--- src/rtl/meas_avg_pkg.sv ---
package meas_avg_pkg;

    localparam int COUNT_W   = 10;   // signed count field, holds -256..+256
    localparam int PAD_W     = 6;    // zero bits below the count
    localparam int FULL_CNT  = 256;

    typedef enum logic [1:0] {
        MODE_PWR  = 2'b00,
        MODE_VOLT = 2'b01,
        MODE_CURR = 2'b10,
        MODE_ALT  = 2'b11
    } meas_mode_e;

    typedef struct packed {
        meas_mode_e mode;     // [7:6]
        logic       ext_clk;  // [5]
        logic       shdn;     // [4]
        logic [3:0] win;      // [3:0]
    } meas_cfg_t;

    typedef enum logic [1:0] {
        ST_ACCUM = 2'd0,
        ST_LOAD  = 2'd1,
        ST_HALT  = 2'd2
    } win_state_e;

endpackage

--- src/rtl/meas_win_fsm.sv ---
module meas_win_fsm
    import meas_avg_pkg::*;
#(
    parameter int SAMPLE_W = 12,
    parameter int ACC_W    = 31,
    parameter int CNT_W    = 19,
    parameter int SH_W     = 5
) (
    input  logic                       clk,
    input  logic                       rst_n,
    input  logic                       tick,
    input  logic signed [SAMPLE_W-1:0] sample,
    input  logic [SH_W-1:0]            win_sh,
    input  logic                       halt_req,
    output win_state_e                 state,
    output logic                       load,
    output logic signed [ACC_W-1:0]    acc
);

    localparam logic [CNT_W-1:0] ONE_C = CNT_W'(1);

    win_state_e       state_nx;
    logic [CNT_W-1:0] cnt;
    logic [CNT_W-1:0] last_idx;
    logic             final_tick;

    assign last_idx   = (ONE_C << win_sh) - ONE_C;
    assign final_tick = (state == ST_ACCUM) && tick && (cnt == last_idx);

    always_comb begin
        state_nx = state;
        unique case (state)
            ST_ACCUM: if (final_tick) state_nx = ST_LOAD;
            ST_LOAD:  state_nx = halt_req ? ST_HALT : ST_ACCUM;
            ST_HALT:  state_nx = halt_req ? ST_HALT : ST_ACCUM;
            default:  state_nx = ST_ACCUM;
        endcase
    end

    // state register
    always_ff @(posedge clk or negedge rst_n) begin
        if (!rst_n) state <= ST_ACCUM;
        else        state <= state_nx;
    end

    // datapath: sum and sample count
    always_ff @(posedge clk or negedge rst_n) begin
        if (!rst_n) begin
            acc <= '0;
            cnt <= '0;
        end else if (state == ST_ACCUM) begin
            if (tick) begin
                acc <= acc + {{(ACC_W-SAMPLE_W){sample[SAMPLE_W-1]}}, sample};
                cnt <= cnt + ONE_C;
            end
        end else begin
            acc <= '0;
            cnt <= '0;
        end
    end

    // outputs
    always_comb begin
        load = (state == ST_LOAD);
    end

    // the load cycle follows exactly 2^win_sh accepted samples
    p_window_len_r2: assert property (@(posedge clk) disable iff (!rst_n)
        load |-> (cnt == last_idx + ONE_C));

    // a halted window keeps a cleared sum and count
    p_halt_clear_r8: assert property (@(posedge clk) disable iff (!rst_n)
        (state == ST_HALT) |-> (cnt == '0 && acc == '0));

endmodule

--- src/rtl/meas_result_fmt.sv ---
module meas_result_fmt
    import meas_avg_pkg::*;
#(
    parameter int ACC_W = 31,
    parameter int SH_W  = 5
) (
    input  logic signed [ACC_W-1:0] sum,
    input  logic [SH_W-1:0]         sh,
    input  logic                    clip_neg,
    output logic [15:0]             word
);

    localparam logic signed [ACC_W-1:0] ONE_A   = ACC_W'(1);
    localparam logic signed [ACC_W-1:0] POS_LIM = ACC_W'(FULL_CNT);
    localparam logic signed [ACC_W-1:0] NEG_LIM = -ACC_W'(FULL_CNT);

    logic signed [ACC_W-1:0]   bias;
    logic signed [ACC_W-1:0]   adj;
    logic signed [ACC_W-1:0]   quo;
    logic signed [COUNT_W-1:0] cnt_q;

    always_comb begin
        // negative sums get 2^sh-1 added so the arithmetic shift truncates toward zero
        bias = sum[ACC_W-1] ? ((ONE_A << sh) - ONE_A) : '0;
        adj  = sum + bias;
        quo  = adj >>> sh;
        if (quo > POS_LIM)      cnt_q = COUNT_W'(FULL_CNT);
        else if (quo < NEG_LIM) cnt_q = -COUNT_W'(FULL_CNT);
        else                    cnt_q = quo[COUNT_W-1:0];
        if (clip_neg && cnt_q[COUNT_W-1]) cnt_q = '0;
        word = {cnt_q, {PAD_W{1'b0}}};
    end

endmodule

--- src/rtl/meas_avg.sv ---
module meas_avg
    import meas_avg_pkg::*;
#(
    parameter int SAMPLE_W = 12,
    parameter int LOG2_MS  = 10,
    parameter int NMAX     = 8
) (
    input  logic                       clk,
    input  logic                       rst_n,
    input  logic                       cfg_wr,
    input  logic [7:0]                 cfg_data,
    input  logic                       int_tick,
    input  logic                       ext_tick,
    input  logic signed [SAMPLE_W-1:0] sample_pwr,
    input  logic signed [SAMPLE_W-1:0] sample_volt,
    input  logic signed [SAMPLE_W-1:0] sample_cur,
    output logic [15:0]                dout,
    output logic                       new_data
);

    localparam int ACC_W = SAMPLE_W + LOG2_MS + NMAX + 1;
    localparam int CNT_W = LOG2_MS + NMAX + 1;
    localparam int SH_W  = $clog2(LOG2_MS + NMAX + 1);

    meas_cfg_t                 pend_cfg, act_cfg;
    win_state_e                state;
    logic                      load;
    logic signed [ACC_W-1:0]   acc;
    logic [3:0]                n_eff;
    logic [SH_W-1:0]           win_sh;
    logic                      tick;
    logic signed [SAMPLE_W-1:0] sample_sel;
    logic [15:0]               fmt_word;

    // configuration: pending copy, made active at a window boundary or while halted
    always_ff @(posedge clk or negedge rst_n) begin
        if (!rst_n) begin
            pend_cfg <= '0;
            act_cfg  <= '0;
        end else begin
            if (cfg_wr) pend_cfg <= meas_cfg_t'(cfg_data);
            if (load || state == ST_HALT) act_cfg <= pend_cfg;
        end
    end

    assign n_eff  = (act_cfg.win > 4'(NMAX)) ? 4'(NMAX) : act_cfg.win;
    assign win_sh = SH_W'(LOG2_MS) + SH_W'(n_eff);
    assign tick   = act_cfg.ext_clk ? ext_tick : int_tick;

    always_comb begin
        unique case (act_cfg.mode)
            MODE_VOLT: sample_sel = sample_volt;
            MODE_CURR: sample_sel = sample_cur;
            default:   sample_sel = sample_pwr;
        endcase
    end

    meas_win_fsm #(
        .SAMPLE_W (SAMPLE_W),
        .ACC_W    (ACC_W),
        .CNT_W    (CNT_W),
        .SH_W     (SH_W)
    ) u_fsm (
        .clk      (clk),
        .rst_n    (rst_n),
        .tick     (tick),
        .sample   (sample_sel),
        .win_sh   (win_sh),
        .halt_req (pend_cfg.shdn),
        .state    (state),
        .load     (load),
        .acc      (acc)
    );

    meas_result_fmt #(
        .ACC_W (ACC_W),
        .SH_W  (SH_W)
    ) u_fmt (
        .sum      (acc),
        .sh       (win_sh),
        .clip_neg (act_cfg.mode == MODE_VOLT),
        .word     (fmt_word)
    );

    always_ff @(posedge clk or negedge rst_n) begin
        if (!rst_n) begin
            dout     <= '0;
            new_data <= 1'b0;
        end else begin
            new_data <= load;
            if (load) dout <= fmt_word;
        end
    end

    // the strobe never lasts two cycles
    p_pulse_once_r10: assert property (@(posedge clk) disable iff (!rst_n)
        new_data |=> !new_data);

    // the word only moves together with the strobe
    p_dout_hold_r8: assert property (@(posedge clk) disable iff (!rst_n)
        !new_data |-> $stable(dout));

    // the count field stays within full scale
    p_count_range_r4: assert property (@(posedge clk) disable iff (!rst_n)
        new_data |-> ($signed(dout[15:6]) <= 10'sd256 && $signed(dout[15:6]) >= -10'sd256));

    // low pad bits are zero
    p_pad_zero_r5: assert property (@(posedge clk) disable iff (!rst_n)
        new_data |-> (dout[5:0] == 6'd0));

    // a write during accumulation leaves the active configuration alone
    p_cfg_defer_r7: assert property (@(posedge clk) disable iff (!rst_n)
        (cfg_wr && state == ST_ACCUM && !load) |=> (act_cfg == $past(act_cfg)));

    // voltage results are never negative
    p_volt_nonneg_r6: assert property (@(posedge clk) disable iff (!rst_n)
        (new_data && $past(act_cfg.mode) == MODE_VOLT) |-> !dout[15]);

endmodule

--- config.mk ---
export PLATFORM = sky130hd
export DESIGN_NAME = meas_avg
export DESIGN_NICKNAME = d
export VERILOG_FILES = /design/src/rtl/meas_avg_pkg.sv /design/src/rtl/meas_win_fsm.sv /design/src/rtl/meas_result_fmt.sv /design/src/rtl/meas_avg.sv
export SDC_FILE = /design/constraint.sdc
export NUM_CORES = 1
export LEC_CHECK = 0
export BUFFER_PORTS_ARGS = -buffer_cell sky130_fd_sc_hd__clkbuf_2
export CAP_MARGIN = 20
export CELL_PAD_IN_SITES_DETAIL_PLACEMENT = 0
export CELL_PAD_IN_SITES_GLOBAL_PLACEMENT = 1
export CORE_ASPECT_RATIO = 1.25
export CORE_MARGIN = 1.5
export CORE_UTILIZATION = 40
export DETAILED_ROUTE_END_ITERATION = 7
export PLACE_DENSITY = 0.77
export SLEW_MARGIN = 20
export SYNTH_ARGS = -nofsm -noshare
export SYNTH_HDL_FRONTEND = slang
export SYNTH_HIERARCHICAL = 1
export SYNTH_SLANG_ARGS = --single-unit
--- constraint.sdc ---
create_clock -name clk -period 7.8 [get_ports clk]
set_input_delay 0.78 -clock clk [delete_from_list [all_inputs] [get_ports clk]]
set_output_delay 0.78 -clock clk [all_outputs]
set_load 0.02 [all_outputs]
# Word level (Yosys, flattened, before mapping)

Cells that the tools add are included.
Widths: inputs -> output; s select.

Register bits after elaboration: 78
Latch bits: 0
RAM bits: 0
Memory bits (read-only): 0
Input bits: 49
Output and inout bits: 17
Word-level logic and storage cells: 51
Memories: 0

Add/subtract/negate cells: 6
Multiply operators: 0
Divide/modulo/power cells: 0
Magnitude comparators: 3
Equal/unequal tests: 7
Shift operators: 3
Muxes and demuxes: 14
Bitwise logic cells: 0
Reduce and logical (&&, ||, !) cells: 6

Operators by type and width:

| cell                  | count |
|---|---|
| $mux 31               | 3 |
| $add 31x31->31        | 2 |
| $mux 19               | 2 |
| $gt 31x10->1 const B  | 1 |
| $lt 31x9->1 const B   | 1 |
| $shl 1x5->31 const A  | 1 |
| $sshr 31x5->31        | 1 |
| $sub 31x1->31 const B | 1 |
| $mux 10               | 3 |
| $pmux 12 s2           | 1 |
| $add 19x1->19 const B | 1 |
| $eq 19x19->1          | 1 |
| $shl 1x5->19 const A  | 1 |
| $sub 19x1->19 const B | 1 |
| $add 4x4->5 const A   | 1 |
| $eq 2x1->1 const B    | 2 |
| $eq 2x2->1 const B    | 2 |
| $gt 4x4->1 const B    | 1 |
| $mux 2                | 2 |
| $mux 4                | 1 |
| $ne 2x1->1 const B    | 2 |
| $pmux 2 s2            | 1 |
| $logic_and 1x1->1     | 3 |
| $logic_not 2->1       | 1 |
| 3 further kinds       | 3 |

# Longest topological paths before layout

Depth in word-level cells: 13
Mapped depth: 30
Gate-level depth less buffers: 26

# By module

Netlist, hierarchy kept.

Modules (own cells, without submodules):

| module          | times used | cells an instance | area each (sq um) | seq. area each (sq um) |
|---|---|---|---|---|
| meas_result_fmt | 1          | 896               | 5900.7            | 0.0 |
| meas_win_fsm    | 1          | 512               | 4404.2            | 1301.2 |
| meas_avg        | 1          | 119               | 1488.9            | 800.8 |

# Least setup slack after synthesis

Ideal clock, no wire load.

Kind: register -> register
Start point: reg act_cfg[2] in the netlist's numbering
End point: reg dout[14]
Library setup time: 0.125 ns
Arrival: 6.443 ns
Data required time: 7.675 ns
Path slack: 1.232 ns
Stages on the path, launching flop included: 28
Path buffers: 4
Period minus slack after synthesis: 6.568 ns
Path through: dfrtp_1 a21oi_1 inv_1 clkbuf_1 nor2_1 clkbuf_1 nand2_1 ha_1 buf_2 nor2_1 a32oi_1 o22ai_1 and2_1 ha_1 buf_6 a21oi_4 o21ai_1 a221o_1 or3_1 a31o_1 a211oi_2 o21ai_1 and4_4 or4b_1 a2111oi_2 nand2_2 o2bb2a_2 mux2_2

Word-level cells in the longest chain between the ends: 13
Elaborated cells on any way between the ends: 14
Those cells by class: add/sub (3); order compare (3); shift (2); mux (5); reduce/logical (1)

Ends and longest elaborated chain:

| what                     | RTL line              | RTL |
|---|---|---|
| start: declaration       | meas_avg.sv:25        | `meas_cfg_t pend_cfg, act_cfg;` |
| start signal: assignment | meas_avg.sv:42        | `if (load \|\| state == ST_HALT) act_cfg <= pend_cfg;` |
| $gt 4x4->1               | meas_avg.sv:46        | `assign n_eff = (act_cfg.win > 4'(NMAX)) ? 4'(NMAX) : act_cfg.win;` |
| $mux 4 *                 | meas_avg.sv:46        |  |
| $add 4x4->5 *            | meas_avg.sv:47        | `assign win_sh = SH_W'(LOG2_MS) + SH_W'(n_eff);` |
| net win_sh[3]            | meas_avg.sv:30        | `logic [SH_W-1:0] win_sh;` |
| $shl 1x5->31             | meas_result_fmt.sv:24 | `bias = sum[ACC_W-1] ? ((ONE_A << sh) - ONE_A) : '0;` |
| $sub 31x1->31            | meas_result_fmt.sv:24 |  |
| $mux 31                  | meas_result_fmt.sv:24 |  |
| $add 31x31->31           | meas_result_fmt.sv:25 | `adj = sum + bias;` |
| $sshr 31x5->31 *         | meas_result_fmt.sv:26 | `quo = adj >>> sh;` |
| $lt 31x9->1              | meas_result_fmt.sv:28 | `else if (quo < NEG_LIM) cnt_q = -COUNT_W'(FULL_CNT);` |
| $mux 10                  | meas_result_fmt.sv:28 |  |
| $mux 10 *                | meas_result_fmt.sv:27 | `if (quo > POS_LIM) cnt_q = COUNT_W'(FULL_CNT);` |
| $logic_and 1x1->1        | meas_result_fmt.sv:30 | `if (clip_neg && cnt_q[COUNT_W-1]) cnt_q = '0;` |
| $mux 10 *                | meas_result_fmt.sv:30 |  |
| net fmt_word[14]         | meas_avg.sv:33        | `logic [15:0] fmt_word;` |
| end signal: assignment   | meas_avg.sv:91        | `if (load) dout <= fmt_word;` |
| end: declaration         | meas_avg.sv:17        | `output logic [15:0] dout,` |

The timed path passes the listed nets; every way through them passes the cells marked *.
A chain may end at the register's enable or synchronous reset.

# Worst setup path after layout

Start point: reg act_cfg[1] in the netlist's numbering
End point: reg dout[14]

The elaborated chain is that of the path after synthesis.

==> impl_metrics.ini <==
[cts]
root_buffer = clkbuf_16
clk_pin_slew_worst_paths_ns = 0.07
post_cts_buffers = 0
worst_skew_pair.late_latency_ns = 0.36
cts_tree = yes
cts.path.max_buffers = 2
post_cts_resized = 0
cts.sinks = 84
htreeDepth = 3
cts_buffers = 9
cts_hold_buf = 0

[synth]
synth_cells = 1527
netlist_area_um2 = 11800
ys_top_cells_by_area = dfrtp_1 (18%), ha_1 (7.2%), nand2_1 (4.5%)
synth_top_area_share_pct = 17.8
ys_warn_count = 6
ys_ff_latch = 84
async_reset_ff_share_pct = 100
yosys.area.top_type = dfrtp_1
synth_edf_count = 0
yosysUniqueCellTypes = 116
syn-mean-instance-area_um2 = 7.72
synthFlopType = dfrtp_1
ys_seq_area_share_pct = 17.8

[global_routing]
grt_pass1_wl_mm = 67.5
antenna_found_initial = 0
grt_pass1_vias = 12000
grt-ovfl-total = 0
grt_max_degree = 75
globalRouteTotalUtil_pct = 28.2

[flow_run]
cap_viol_max_count = 0

[finish]
final_nets = 1667
drive_gt1_share_pct = 15.3
final_cell_mix = nand2_1 (140), nor2_1 (137), o21ai_0 (84), dfrtp_1 (84), a21oi_1 (82)
diodes = 0
mostFrequentLayoutCell = nand2_1
area_delta_synth_final_pct = 8.38

[sta]
holdWs_ns = 0.242
layout_setup_ws_ns = 0.444
max-slew-margin-rel_pct = 33.7
fmax_ghz = 0.136
drv_slew = 0
rsz0062_at_grt = no
skew_ns = 0.0107
finalSetupViolCount = 0
period_share_pct = 94.3
worst_pin_slew_ns = 0.991
period_minus_slack_ns = 7.36
fin_tns_setup_ns = 0
hold_viol = 0

[hold_path]
hp-class = in -> async

[route]
drt_wl_total_mm = 43.0
ant_nets = 0
drt_iter0_drc = 1000
via_per_inst = 6.43
wl_per_cell_um = 22.1
drc = 0
num_vias = 12500
detail_route.first_pass.iterations = 5

[pwr]
power_density_nw_per_um2 = 323
cellLeakagePower_nw = 5.32
ir_worst_vdd_v = 0.000142

[critical_path]
required_ns = 8.04
cp-end-kind = flip-flop
crit_type = reg -> reg
cp-start-kind = flip-flop
crit_family = compound AO/OA/AOI/OAI gates
critPathBufInv = 1
critical_path.most_common_cell = o21ai_1
cp_slowest_cell = or4b_1
critPathArrivalTime_ns = 7.60
critPathMaxStageDelay_ns = 0.51
worst-path-max-fanout = 8

[placed_design]
dp_hpwl_mm = 33.3
portBuffers = 65
gp_congestion = 0.996
place_ws_ns = 0.646

[die]
die_y_um = 195
core_area_um2 = 29200
design.die.area_um2 = 30500
num_rows = 70
io_pins = 66
die_x_um = 157
initial_utilization_pct = 40.4

[outcome]
status = completed
-- flip-flops by register name (all words and copies together) (netlist names) --
name         count
dout            16
u_fsm/cnt       19
u_fsm/state      2
act_cfg          7
new_data         1
u_fsm/acc       31
pend_cfg         8
-- Yosys cell counts (all sizes together) (10+ instances only) --
cell type	instances
nand4	43
o41ai	11
o22ai	12
and3	16
nand2b	15
dfrtp	84
xnor2	37
nor3	42
a21o	33
a31oi	20
mux2	37
o21a	20
clkbuf	50
nand3	54
o32ai	13
and4	14
xor2	24
a21oi	95
buf	57
a211oi	33
nor2	139
mux2i	35
a21boi	10
nor4	15
nor2b	10
o21ai	105
ha	68
or3	18
o2111ai	10
o211ai	29
inv	42
a22oi	18
and2	24
nand2	141
-- final cells by class --
class | instances | area [µm²]
Sequential cell | 84 | 2100
Tap cell | 396 | 495
Fill cell | 2963 | 16400
Clock buffer | 9 | 225
Multi-Input combinational cell | 1298 | 9040
Clock inverter | 7 | 60.1
Inverter | 43 | 161
Timing Repair Buffer | 112 | 701
-- path summary, 6_finish.rpt --
path                              from  cells after the start             to  slack [ns]
min reg2reg                pend_cfg[1]                      1     act_cfg[1]        0.49
max reg2reg                 act_cfg[1]                     26       dout[14]        0.44
min                              rst_n                      1        dout[9]        0.24
max                         act_cfg[1]                     26       dout[14]        0.44
max in group asynchronous        rst_n                      3  u_fsm/acc[19]        6.68
min in group clk           pend_cfg[1]                      1     act_cfg[1]        0.49
-- stage by stage --
| stage | total power [mW] | utilization [%] | std cells | cell area (µm²) |
|---|---|---|---|---|
| 6_report | 4.13 | 43.8 | 1949 | 12800 |
| 3_5_place_dp | 3.62 | 42.7 | 1932 | 12500 |
| 3_3_place_gp | 3.62 | 42.7 | 1932 | 12500 |
| 5_1_grt | 4.43 | 43.8 | 1949 | 12800 |
| 4_1_cts | 4.07 | 43.7 | 1948 | 12700 |
| 2_1_floorplan | 2.88 | - | 1532 | 11800 |
-- report_power, final --
part	internal (mW)	switching [mW]
Combinational	1.14	1.88
Sequential	0.542	0.147
Clock	0.221	0.199
-- metal layers --
metal  global-route usage [%]  share of wire [%]
met3                     3.42                6.0
met2                     47.2                 47
met5                        0                  0
met4                     14.4                5.0
met1                     35.5                 42
-- kinds of logic (layout without fill, tap and decap cells) --
| group | count (synthesis) | in the layout | synth area share (%) |
|---|---|---|---|
| buffers and inverters | 150 | 171 | 5.97 |
| AOI/OAI and AO/OA | 522 | 522 | 32.7 |
| other | 1 | 6 | 0.0318 |
| and+or+nand+nor | 562 | 562 | 23.9 |
| muxes | 77 | 77 | 7.49 |
| xor gates and xnor gates | 61 | 61 | 4.53 |
| DFF | 84 | 84 | 17.8 |
| adders and majority gates | 70 | 70 | 7.55 |
No activity file was read; power rests on OpenSTA's default activity.
